### src/rtl/lc_pkg.sv
package lc_pkg;
  typedef enum logic [2:0] {
    ST_IDLE,
    ST_SHIFT_IN,
    ST_LAUNCH,
    ST_CAPTURE,
    ST_SHIFT_OUT,
    ST_DONE
  } lc_state_e;

  typedef enum logic {
    LM_SHIFT = 1'b0,
    LM_FUNC  = 1'b1
  } lc_mode_e;

  // One chain-side cycle as decided by the sequencer
  typedef struct packed {
    logic ce;      // enable every chain flop
    logic si;      // serial data into the chain
    logic smp;     // chain output is a response bit
    logic launch;  // this enabled cycle is the launch
    logic los;     // pattern uses shift-launch
  } lc_slot_t;
endpackage

### src/rtl/lc_delay.sv
module lc_delay #(
  parameter int W      = 1,
  parameter int STAGES = 1
) (
  input  logic         clk,
  input  logic         rst_n,
  input  logic [W-1:0] d,
  output logic [W-1:0] q
);
  generate
    if (STAGES == 0) begin : g_wire
      assign q = d;
    end else begin : g_pipe
      logic [W-1:0] r [STAGES];
      always_ff @(posedge clk) begin
        if (!rst_n) begin
          for (int i = 0; i < STAGES; i++) r[i] <= '0;
        end else begin
          r[0] <= d;
          for (int i = 1; i < STAGES; i++) r[i] <= r[i-1];
        end
      end
      assign q = r[STAGES-1];
    end
  endgenerate
endmodule

### src/rtl/lc_fsm.sv
module lc_fsm
  import lc_pkg::*;
#(
  parameter int LEN_W     = 8,
  parameter int SE_STAGES = 1
) (
  input  logic             clk,
  input  logic             rst_n,
  input  logic             start,
  input  logic             mode_in,
  input  logic [LEN_W-1:0] len_in,
  input  logic             scan_in,
  output logic             si_take,
  output logic             busy,
  output logic             done,
  output logic             se_req,
  output lc_slot_t         slot
);
  localparam int DW = (SE_STAGES < 1) ? 1 : $clog2(SE_STAGES + 1);

  lc_state_e        state;
  lc_mode_e         mode_q, pend_mode;
  logic [LEN_W-1:0] len_q, cnt;
  logic [DW-1:0]    drain;
  logic             pend;
  logic             can_queue;

  assign can_queue = start && !pend &&
                     (state == ST_SHIFT_IN || state == ST_LAUNCH || state == ST_CAPTURE);

  always_comb begin
    si_take = (state == ST_SHIFT_IN) ||
              (state == ST_SHIFT_OUT && pend) ||
              (state == ST_LAUNCH && mode_q == LM_SHIFT);
    se_req  = (state == ST_SHIFT_IN) || (state == ST_SHIFT_OUT) ||
              (state == ST_LAUNCH && mode_q == LM_SHIFT);
    slot.ce     = (state == ST_SHIFT_IN) || (state == ST_LAUNCH) ||
                  (state == ST_CAPTURE)  || (state == ST_SHIFT_OUT);
    slot.si     = si_take & scan_in;
    slot.smp    = (state == ST_SHIFT_OUT);
    slot.launch = (state == ST_LAUNCH);
    slot.los    = (mode_q == LM_SHIFT);
    busy        = (state != ST_IDLE);
    done        = (state == ST_DONE) && (drain == DW'(SE_STAGES));
  end

  always_ff @(posedge clk) begin
    if (!rst_n) begin
      state     <= ST_IDLE;
      mode_q    <= LM_SHIFT;
      pend_mode <= LM_SHIFT;
      len_q     <= '0;
      cnt       <= '0;
      drain     <= '0;
      pend      <= 1'b0;
    end else begin
      if (can_queue) begin
        pend      <= 1'b1;
        pend_mode <= lc_mode_e'(mode_in);
      end
      case (state)
        ST_IDLE: if (start) begin
          len_q  <= len_in;
          mode_q <= lc_mode_e'(mode_in);
          cnt    <= '0;
          pend   <= 1'b0;
          state  <= ST_SHIFT_IN;
        end
        ST_SHIFT_IN: begin
          if (cnt == len_q) state <= ST_LAUNCH;
          else              cnt   <= cnt + 1'b1;
        end
        ST_LAUNCH:  state <= ST_CAPTURE;
        ST_CAPTURE: begin
          cnt   <= '0;
          state <= ST_SHIFT_OUT;
        end
        ST_SHIFT_OUT: begin
          if (cnt != len_q) begin
            cnt <= cnt + 1'b1;
          end else if (pend) begin
            mode_q <= pend_mode;
            pend   <= 1'b0;
            state  <= ST_LAUNCH;
          end else begin
            drain <= '0;
            state <= ST_DONE;
          end
        end
        ST_DONE: begin
          if (drain == DW'(SE_STAGES)) state <= ST_IDLE;
          else                         drain <= drain + 1'b1;
        end
        default: state <= ST_IDLE;
      endcase
    end
  end


  cnt_range_chk: assert property (@(posedge clk) disable iff (!rst_n) cnt <= len_q);

  take_busy_chk: assert property (@(posedge clk) disable iff (!rst_n) si_take |-> busy);

  done_idle_chk: assert property (@(posedge clk) disable iff (!rst_n) done |=> !busy);

  no_late_queue_chk: assert property (@(posedge clk) disable iff (!rst_n)
    (state == ST_SHIFT_OUT && !pend) |=> (state != ST_LAUNCH));
endmodule

### src/rtl/atspeed_launch_ctrl.sv
module atspeed_launch_ctrl
  import lc_pkg::*;
#(
  parameter int LEN_W     = 8,
  parameter int SE_STAGES = 1
) (
  input  logic             clk,
  input  logic             rst_n,
  input  logic             start,
  input  logic             mode,
  input  logic [LEN_W-1:0] len_m1,
  input  logic             scan_in,
  output logic             si_take,
  output logic             scan_out,
  output logic             so_valid,
  output logic             chain_si,
  input  logic             chain_so,
  output logic             chain_ce,
  output logic             scan_en,
  output logic             busy,
  output logic             done
);
  localparam int SW = $bits(lc_slot_t);

  lc_slot_t slot_req, slot_chn;
  logic     se_req;

  lc_fsm #(.LEN_W(LEN_W), .SE_STAGES(SE_STAGES)) u_fsm (
    .clk(clk), .rst_n(rst_n), .start(start), .mode_in(mode), .len_in(len_m1),
    .scan_in(scan_in), .si_take(si_take), .busy(busy), .done(done),
    .se_req(se_req), .slot(slot_req)
  );

  // scan-enable distribution pipeline
  lc_delay #(.W(1), .STAGES(SE_STAGES)) u_se_pipe (
    .clk(clk), .rst_n(rst_n), .d(se_req), .q(scan_en)
  );

  // matched alignment for enable, data and sampling
  lc_delay #(.W(SW), .STAGES(SE_STAGES)) u_align (
    .clk(clk), .rst_n(rst_n), .d(slot_req), .q(slot_chn)
  );

  assign chain_ce = slot_chn.ce;
  assign chain_si = slot_chn.si;
  assign so_valid = slot_chn.smp;
  assign scan_out = slot_chn.smp & chain_so;


  los_launch_se_chk: assert property (@(posedge clk) disable iff (!rst_n)
    (slot_chn.launch && slot_chn.los) |-> (scan_en && chain_ce));

  capture_next_chk: assert property (@(posedge clk) disable iff (!rst_n)
    slot_chn.launch |=> (chain_ce && !scan_en));

  loc_launch_func_chk: assert property (@(posedge clk) disable iff (!rst_n)
    (slot_chn.launch && !slot_chn.los) |-> (chain_ce && !scan_en));

  unload_shift_chk: assert property (@(posedge clk) disable iff (!rst_n)
    so_valid |-> (scan_en && chain_ce));

  idle_quiet_chk: assert property (@(posedge clk) disable iff (!rst_n)
    !busy |-> (!scan_en && !chain_ce && !so_valid));
endmodule

### config.mk
export PLATFORM = sky130hd
export DESIGN_NAME = atspeed_launch_ctrl
export DESIGN_NICKNAME = d
export VERILOG_FILES = /design/src/rtl/lc_pkg.sv /design/src/rtl/lc_delay.sv /design/src/rtl/lc_fsm.sv /design/src/rtl/atspeed_launch_ctrl.sv
export SDC_FILE = /design/constraint.sdc
export NUM_CORES = 1
export LEC_CHECK = 0
export BUFFER_PORTS_ARGS = -buffer_cell sky130_fd_sc_hd__buf_2
export CAP_MARGIN = 20
export CORE_UTILIZATION = 35
export CTS_CLUSTER_DIAMETER = 30
export DETAILED_ROUTE_END_ITERATION = 6
export GPL_TIMING_DRIVEN = 0
export PLACE_DENSITY = 0.54
export SYNTH_ARGS = -nofsm -noshare
export SYNTH_HDL_FRONTEND = slang
export SYNTH_HIERARCHICAL = 1
export SYNTH_SLANG_ARGS = --single-unit
### constraint.sdc
create_clock -name clk -period 1.95 [get_ports clk]
set_clock_uncertainty 0.15 [all_clocks]
set_input_delay 0.39 -clock clk [delete_from_list [all_inputs] [get_ports clk]]
set_output_delay 0.39 -clock clk [all_outputs]
set_load 0.02 [all_outputs]
==> impl_metrics.yaml, run 1 <==
drt:
  drtPass1Iterations: 4
  postRouteAntennaNets: 0
  num_vias: 1281
  drt_iter0_markers: 69
  viasPerCell: 5.27
  post-route-drc-count: 0
  routedWlPerCell_um: 13.5
  wl_um: 3270
die:
  start_util_pct: 37.1
  ios: 22
  die_w_um: 64.7
  dieArea_um2: 4190
  core_area_um2: 3720
  die_h_um: 64.7
  std_cell_rows: 22
cts:
  clk_latency_ns: 0.26
  cts_buffer_depth: 2
  clkSinkCount: 27
  clk_pin_slew_ns: 0.09
  cts_max_level: 1
  cts_tree: "yes"
  holdBufCountCts: 0
  numCtsBuffers: 3
  post_cts_buffers: 0
  cts_root_buffer: "clkbuf_8"
power_and_ir_drop:
  power_density_nw_per_um2: 1010
  peakVddDrop_mv: 0.398
  cellLeakagePower_nw: 0.635
place:
  gp_congestion: 0.836
  port_buffers: 21
  dp.cells: 239
  place_hpwl_um: 2450
grt:
  antenna_found_initial: 0
  grt_pass1_vias: 1118
  grt_pass1_wl_um: 5230
  track_usage_pct: 16.1
  overflow: 0
  grt_start_max_net_pins: 16
synth:
  syn_area_um2: 1380
  postSynthAreaPerCell_um2: 8.10
  yosysWarnings: 6
  syn_inst: 170
  syn-num-nets: 185
worst_setup_path:
  endpoint_kind: "primary output"
  arrival_ns: 1.34
  path_buf_inv: 2
  crit_type: "flop to primary output"
  critPathTopFamily: "flip-flops"
  cp-start-kind: "flop"
  cp_cell_sequence: "buf_6 > nand3_1 > a21oi_2 > or2_4 > buf_4"
  crit_fanout: 10
  cp_slowest_cell: "dfxtp_4"
  cp_slowest_stage_delay_ns: 0.38
  crit_required_ns: 1.41
run:
  cap_viol_max_count: 0
timing:
  tightest_slew_ns: 0.554
  post-route-min-period_ns: 1.88
  finalCritPeriodShare_pct: 96.3
  rsz0062_at_grt: "false"
  max_freq_mhz: 532
  tns_ns: 0
  setup_viol: 0
  slew_headroom_pct: 62.9
  report.final.slew_viol_count: 0
  hold_violations: 0
layout:
  drive_gt1_share_pct: 23.6
  antenna_cells: 0
  final_cells: 243
  areaGrowthSynthToFinish_pct: 19.0
  nets: 211
min_path:
  hp-class: "primary input to flop"
run_status:
  status: "finished clean"
[worst reg2reg max path, stage by stage, from the launching register on]
cell,delay [ns]
dfxtp_1,0.47
xnor2_1,0.15
nand4_1,0.13
or2_2,0.34
buf_2,0.20
o31ai_1,0.22
a21oi_1,0.10
[final cells by class]
type,count,area (um^2)
fill,408,2080
buffer,7,53.8
clock buffer,3,41.3
sequential,27,556
clock inverter,1,5.00
inverter,4,15.0
timing repair buffer,21,108
tap,48,60.1
multi-input combinational,132,801
[cells in the final DEF, fill, tap and decap left out, types with 3 or more instances in the layout]
cell type / n
nand3b_1: 3
clkbuf_8: 4
o21ai_0: 4
o211ai_1: 4
nor2_1: 7
and2_1: 7
nand4_1: 3
and3_1: 3
nand2_1: 27
a21oi_1: 16
dfxtp_2: 3
dfxtp_4: 3
a31oi_1: 7
xnor2_1: 10
nand3_1: 10
dfxtp_1: 21
buf_2: 22
inv_1: 4
or3_1: 3
[repair_timing]
item,CTS,global route
setup endpoints to repair,3,5
gates resized for setup,12,7
endpoints found under the hold margin,0,0
[sequential cells by signal, indices dropped and copies added, names as in the netlist]
name and count:
u_align/g_pipe.r 3, u_fsm/drain 1, u_fsm/cnt 8, u_fsm/mode_q 1
u_se_pipe/g_pipe.r 1, u_fsm/state 3, u_fsm/pend_mode 1, u_fsm/len_q 8
u_fsm/pend 1
[routing by layer]
layer  vias up  share of wire [%]  global-route usage (%)
li1        656                  -                       -
met1       609                 48                    21.3
met2        14                 49                    25.9
met3         2                2.5                    2.11
met4         0               0.83                    6.67
met5         -                  0                       0
[power breakdown]
part           switching [W]  internal (W)
clock               0.000167      0.000143
sequential         0.0000697      0.000626
combinational       0.000379      0.000274
total               0.000616       0.00104
[path summary, 6_finish.rpt]
path                                             startpoint                     endpoint  slack, ns  cells after the start
worst min-delay path                              len_m1[6]  u_fsm/len_q[6]$_SDFFE_PN0P_       0.21                      3
worst min register to register    u_fsm/mode_q$_SDFFE_PN0P_    u_fsm/mode_q$_SDFFE_PN0P_       0.32                      2
worst max-delay path            u_fsm/state[1]$_SDFFE_PN0P_                      si_take       0.07                      5
worst max register to register    u_fsm/cnt[3]$_SDFFE_PN0P_     u_fsm/drain$_SDFFE_PN0P_       0.08                      6
[stage by stage]
step / hold slack (ns) / worst slack (ns) / area, um^2 / power (W) / util, %
final: 0.205 / 0.0717 / 1640 / 0.00166 / 44.1
after floorplan: 0.288 / 0.286 / 1380 / 0.00116 / -
after CTS: 0.196 / 0.00483 / 1620 / 0.00166 / 43.7
after global routing: 0.195 / 0.00204 / 1640 / 0.00178 / 44.1
after global placement: 0.300 / 0.0681 / 1540 / 0.00131 / 41.5
after detailed placement: 0.316 / 0.0554 / 1540 / 0.00132 / 41.5
No activity file was read; power rests on OpenSTA's default activity.
==> run 2, diff against run 1 <==
ABC_AREA = 1   (was default)
CELL_PAD_IN_SITES_DETAIL_PLACEMENT = 1   (was default)
CELL_PAD_IN_SITES_GLOBAL_PLACEMENT = 2   (was default)
CORE_UTILIZATION = 31   (was 35)
PLACE_DENSITY = 0.78   (was 0.54)
==> run 2 against run 1 <==
  * Critical path depth increased by 1
  * Register-to-register slack improved by 0.08 ns
  * Sequential power increased by 14%
  * Via count increased by 10%
  * Synthesized area increased by 6.4%
  * The flow now finishes with violations (DRC)
  * Routed wire length increased by 16%
  * Global-route usage increased by 1.0 points
==> impl_metrics.yaml, run 2 <==
layout:
  nets: 261
  layout_commonest_cell: "nand2_1"
  mostFrequentLayoutCells: "nand2_1 (53), inv_1 (38), dfxtp_1 (24)"
  areaGrowthSynthToFinish_pct: 19.0
  antenna_cells: 0
  final_cells: 297
  drive_gt1_share_pct: 22.0
  fill_cells: 590
  reg.largest.list: "u_fsm/cnt x8, u_fsm/len_q x8"
place:
  gp_congestion: 0.760
  port_buffers: 21
  place_hpwl_um: 2830
  pre_cts_slack_ns: 0.181
  dp.cells: 290
drt:
  post-route-drc-count: 3
  viasPerCell: 4.74
  num_vias: 1409
  wl_um: 3810
  drtPass1Iterations: 6
  drt_iter0_markers: 80
  postRouteAntennaNets: 0
  routedWlPerCell_um: 12.8
timing:
  rsz0062_at_grt: "true"
  hold_violations: 0
  report.final.slew_viol_count: 0
  slew_headroom_pct: 62.8
  holdWs_ns: 0.217
  tightest_slew_ns: 0.558
  fin_ws_ns: 0.0455
  max_freq_mhz: 525
  post-route-min-period_ns: 1.90
  finalCritPeriodShare_pct: 97.7
  tns_ns: 0
  setup_viol: 0
synth:
  syn_inst: 217
  postSynthAreaPerCell_um2: 6.75
  syn-num-nets: 232
  syn_area_um2: 1470
  yosysWarnings: 6
die:
  ios: 22
  std_cell_rows: 24
  core_area_um2: 4440
  die_w_um: 70.8
  die_h_um: 70.8
  dieArea_um2: 5010
  start_util_pct: 33.0
worst_setup_path:
  r2r_start: "u_fsm/state[0]$_SDFFE_PN0P_"
  r2r-end: "u_fsm/len_q[5]$_SDFFE_PN0P_"
  r2r_setup_slack_ns: 0.16
  cp_slowest_cell: "dfxtp_4"
  cp-start-kind: "flop"
  crit_type: "flop to primary output"
  rr_worst_depth: 8
  crit_fanout: 7
  crit_required_ns: 1.41
  arrival_ns: 1.36
  endpoint_kind: "primary output"
  cp_cell_sequence: "nor2_4 > buf_4 > inv_2 > nor2_4 > inv_1 > buf_2"
  crit_top_cell: "nor2_4"
  cp_slowest_stage_delay_ns: 0.39
cts:
  cts_root_buffer: "clkbuf_8"
  clk_latency_ns: 0.28
  clk_pin_slew_ns: 0.10
  cts_tree: "yes"
  clkSinkCount: 27
  numCtsBuffers: 3
  cts_buffer_depth: 2
  cts_max_level: 1
min_path:
  min_from: "len_m1[7]"
  hold_end: "u_fsm/len_q[7]$_SDFFE_PN0P_"
  hold_path_depth: 3
  hp-class: "primary input to flop"
power_and_ir_drop:
  peakVddDrop_mv: 0.777
  cellLeakagePower_nw: 0.831
  power_density_nw_per_um2: 1520
grt:
  track_usage_pct: 17.1
  grt_start_max_net_pins: 16
  grt_pass1_wl_um: 6600
  antenna_found_initial: 0
  grt_pass1_vias: 1381
  overflow: 0
run_status:
  status: "complete, but fails checks"
  violations: "DRC"
run:
  cap_viol_max_count: 0
[run 2: critical path, delay by kind of cell, from the launching register on]
family                 cells  cell delay [ns]
buffers and inverters      4             0.39
AND/OR/NAND/NOR            2             0.30
flip-flops                 1             0.39
[run 2: through the flow]
step | util, % | area (um^2) | power [W]
after floorplan | - | 1470 | 0.00186
after CTS | 38.7 | 1720 | 0.00263
after detailed placement | 36.8 | 1640 | 0.00222
after global routing | 39.2 | 1740 | 0.00290
after global placement | 36.8 | 1640 | 0.00221
final | 39.2 | 1740 | 0.00265
[run 2: final cells by class]
class                   count  area [um^2]  share of cell area [%]
clock inverters             1         5.00                   0.287
plain buffers               3         23.8                    1.36
repair buffers             24          130                    7.46
inverters                  41          156                    8.97
clock buffers               3         41.3                    2.37
flip-flops and latches     27          547                    31.3
well taps                  52         65.1                    3.73
multi-input cells         146          776                    44.5
[run 2: worst max path at each step]
stage,to,from,slack (ns)
CTS,si_take,u_fsm/state[0]$_SDFFE_PN0P_,0.02
floorplan,done,u_fsm/state[2]$_SDFFE_PN0P_,0.17
global placement,u_fsm/len_q[6]$_SDFFE_PN0P_,u_fsm/state[0]$_SDFFE_PN0P_,0.19
finish,busy,u_fsm/state[0]$_SDFFE_PN0P_,0.05
global route,busy,u_fsm/state[0]$_SDFFE_PN0P_,-0.02
detailed placement,u_fsm/len_q[6]$_SDFFE_PN0P_,u_fsm/state[0]$_SDFFE_PN0P_,0.18
[run 2: power breakdown]
| part | total, W | leakage [nW] | internal [W] | switching, W |
|---|---|---|---|---|
| clock network | 0.000341 | 0.0255 | 0.000144 | 0.000198 |
| registers | 0.000793 | 0.222 | 0.000693 | 0.0000991 |
| logic | 0.00151 | 0.584 | 0.000523 | 0.000991 |
[run 2: timing repair]
action,CTS,global route
pin swaps,1,1
hold buffers,0,0
setup buffers,2,1
gates resized for setup,7,6
setup endpoints to repair,1,1
[run 2: metal layers]
metal / wire, um / vias to the layer above / GRT usage [%]
met5: 0 / - / 0
met4: 61 / 0 / 7.33
met3: 89 / 4 / 2.28
met2: 1570 / 18 / 25.3
met1: 2090 / 649 / 24.8
li1: - / 738 / -
==> run 3, diff against run 2 <==
==> constraint.sdc (replaced) <==
create_clock -name clk -period 1.95 [get_ports clk]
set_clock_uncertainty 0.15 [all_clocks]
set_input_delay 0.0975 -clock clk [delete_from_list [all_inputs] [get_ports clk]]
set_output_delay 0.0975 -clock clk [all_outputs]
set_load 0.02 [all_outputs]
==> run 3 against run 2 <==
  * Routed wire length up 0.76%
  * The run still ends with DRC left
  * Die area unchanged
  * Core utilization up 1.7 points
  * Critical endpoint is now u_fsm/len_q[3]$_SDFFE_PN0P_
  * Setup slack better by 0.054 ns
  * Global-route usage up 0.24 points
  * Clock power about the same
==> impl_metrics.yaml, run 3 (synthesis gave the netlist of run 2 again) <==
grt:
  grt_pass1_vias: 1424
  grt_start_max_net_pins: 16
  grt_pass1_wl_um: 6690
  overflow: 0
  track_usage_pct: 17.3
  antenna_found_initial: 0
worst_setup_path:
  r2r_setup_slack_ns: 0.1
  r2r-end: "u_fsm/len_q[3]$_SDFFE_PN0P_"
  rr_worst_depth: 6
  cp-start-kind: "flop"
  critPathTopFamily: "buffers and inverters"
  worstSetupStartpoint: "u_fsm/state[0]$_SDFFE_PN0P_"
  cp_cell_sequence: "nor2_4 > inv_2 > nor2_4 > nand3_1 > dlygate4sd3_1 > a21oi_1"
  crit_top_cell: "nor2_4"
  r2r_start: "u_fsm/state[0]$_SDFFE_PN0P_"
  arrival_ns: 1.92
  crit_type: "flop to flop"
  cp_slowest_stage_delay_ns: 0.56
  endpoint_kind: "flop"
  cp.depth: 6
  cp-endpoint: "u_fsm/len_q[3]$_SDFFE_PN0P_"
  crit_fanout: 7
  path_buf_inv: 2
  cp_slowest_cell: "dlygate4sd3_1"
  crit_required_ns: 2.02
drt:
  routedWlPerCell_um: 12.5
  drtPass1Iterations: 6
  drt_iter0_markers: 64
  viasPerCell: 4.69
  post-route-drc-count: 3
  num_vias: 1445
  postRouteAntennaNets: 0
  wl_um: 3840
cts:
  cts_buffer_depth: 2
  cts_tree: "yes"
  cts_max_level: 1
  clk_latency_ns: 0.28
  clk_pin_slew_ns: 0.10
  clkSinkCount: 27
  cts_root_buffer: "clkbuf_8"
  numCtsBuffers: 3
  cts_resized: 0
timing:
  hold_violations: 0
  rsz0062_at_grt: "false"
  report.final.slew_viol_count: 0
  post-route-min-period_ns: 1.85
  tightest_slew_ns: 0.561
  setup_viol: 0
  slew_headroom_pct: 62.6
  tns_ns: 0
  finalCritPeriodShare_pct: 94.9
  max_freq_mhz: 540
layout:
  nets: 272
  areaGrowthSynthToFinish_pct: 24.3
  reg.largest.list: "u_fsm/cnt x8, u_fsm/len_q x8"
  final_cells: 308
  layout_commonest_cell: "nand2_1"
  antenna_cells: 0
  drive_gt1_share_pct: 17.6
  mostFrequentLayoutCells: "nand2_1 (54), inv_1 (38), dfxtp_1 (27)"
place:
  dp.cells: 290
  place_hpwl_um: 2830
  gp_congestion: 0.760
  port_buffers: 21
min_path:
  hp-class: "primary input to flop"
run_status:
  violations: "DRC"
  status: "complete, but fails checks"
power_and_ir_drop:
  cellLeakagePower_nw: 0.864
  power_density_nw_per_um2: 1400
  peakVddDrop_mv: 0.674
die:
  core_area_um2: 4440
  std_cell_rows: 24
  die_w_um: 70.8
  die_h_um: 70.8
  dieArea_um2: 5010
  ios: 22
  start_util_pct: 33.0
run:
  cap_viol_max_count: 0
## run 3: cell types whose count changed in the layout (fill, tap and decap cells not counted), sizes merged
cell | previous run | this run
buf | 26 | 22
clkbuf | 4 | 5
dlygate4sd3 | 0 | 14
## run 3: worst min-delay path, delay by kind of cell
kind | cells | cell delay, ns
buffers and inverters | 1 | 0.13
AO/OA/AOI/OAI | 1 | 0.07
AND/OR/NAND/NOR | 2 | 0.17
## run 3: worst min path at each step
| stage | startpoint | to | cells past startpoint | slack (ns) |
|---|---|---|---|---|
| 6_report | start | u_fsm/pend_mode$_SDFFE_PN0N_ | 4 | 0.07 |
| 5_1_grt | start | u_fsm/pend_mode$_SDFFE_PN0N_ | 4 | 0.10 |
| 4_1_cts | start | u_fsm/pend_mode$_SDFFE_PN0N_ | 4 | 0.07 |
| 3_5_place_dp | len_m1[7] | u_fsm/len_q[7]$_SDFFE_PN0P_ | 3 | 0.23 |
| 3_3_place_gp | len_m1[3] | u_fsm/len_q[3]$_SDFFE_PN0P_ | 3 | 0.23 |
| 2_1_floorplan | rst_n | u_align/g_pipe.r[0][2]$_SDFF_PN0_ | 2 | 0.04 |
## run 3: stage by stage
stage	worst slack [ns]	hold WS [ns]	util [%]	instance area, um^2	total power, W
3_5_place_dp	0.181	0.231	36.8	1640	0.00222
2_1_floorplan	0.432	0.0410	-	1470	0.00186
3_3_place_gp	0.191	0.229	36.8	1640	0.00221
5_1_grt	0.000716	0.102	41.0	1820	0.00281
4_1_cts	0.105	0.0711	41.0	1820	0.00260
6_report	0.0995	0.0729	41.0	1820	0.00256
## run 3: final cells by class
type,count,area (um^2)
Fill cell,593,2620
Multi-Input combinational cell,146,754
Sequential cell,27,541
Timing Repair Buffer,35,245
Inverter,41,156
Tap cell,52,65.1
Clock buffer,3,41.3
Buffer,3,13.8
Clock inverter,1,5.00
## run 3: timing repair
item,CTS,global route
buffers inserted,0,0
hold endpoints to repair,14,0
hold buffers,14,0
## run 3: routing by layer
metal  routed length, um  global-route usage (%)  vias to the layer above
li1                    -                       -                      757
met1                2060                    24.8                      664
met2                1630                    26.3                       20
met3                  86                    2.14                        4
met4                  61                    7.33                        0
met5                   0                       0                        -
## run 3: where the power goes
| part | internal [W] | total (W) | switching (W) |
|---|---|---|---|
| Combinational | 0.000478 | 0.00144 | 0.000966 |
| Sequential | 0.000684 | 0.000774 | 0.0000897 |
| Clock | 0.000144 | 0.000341 | 0.000198 |
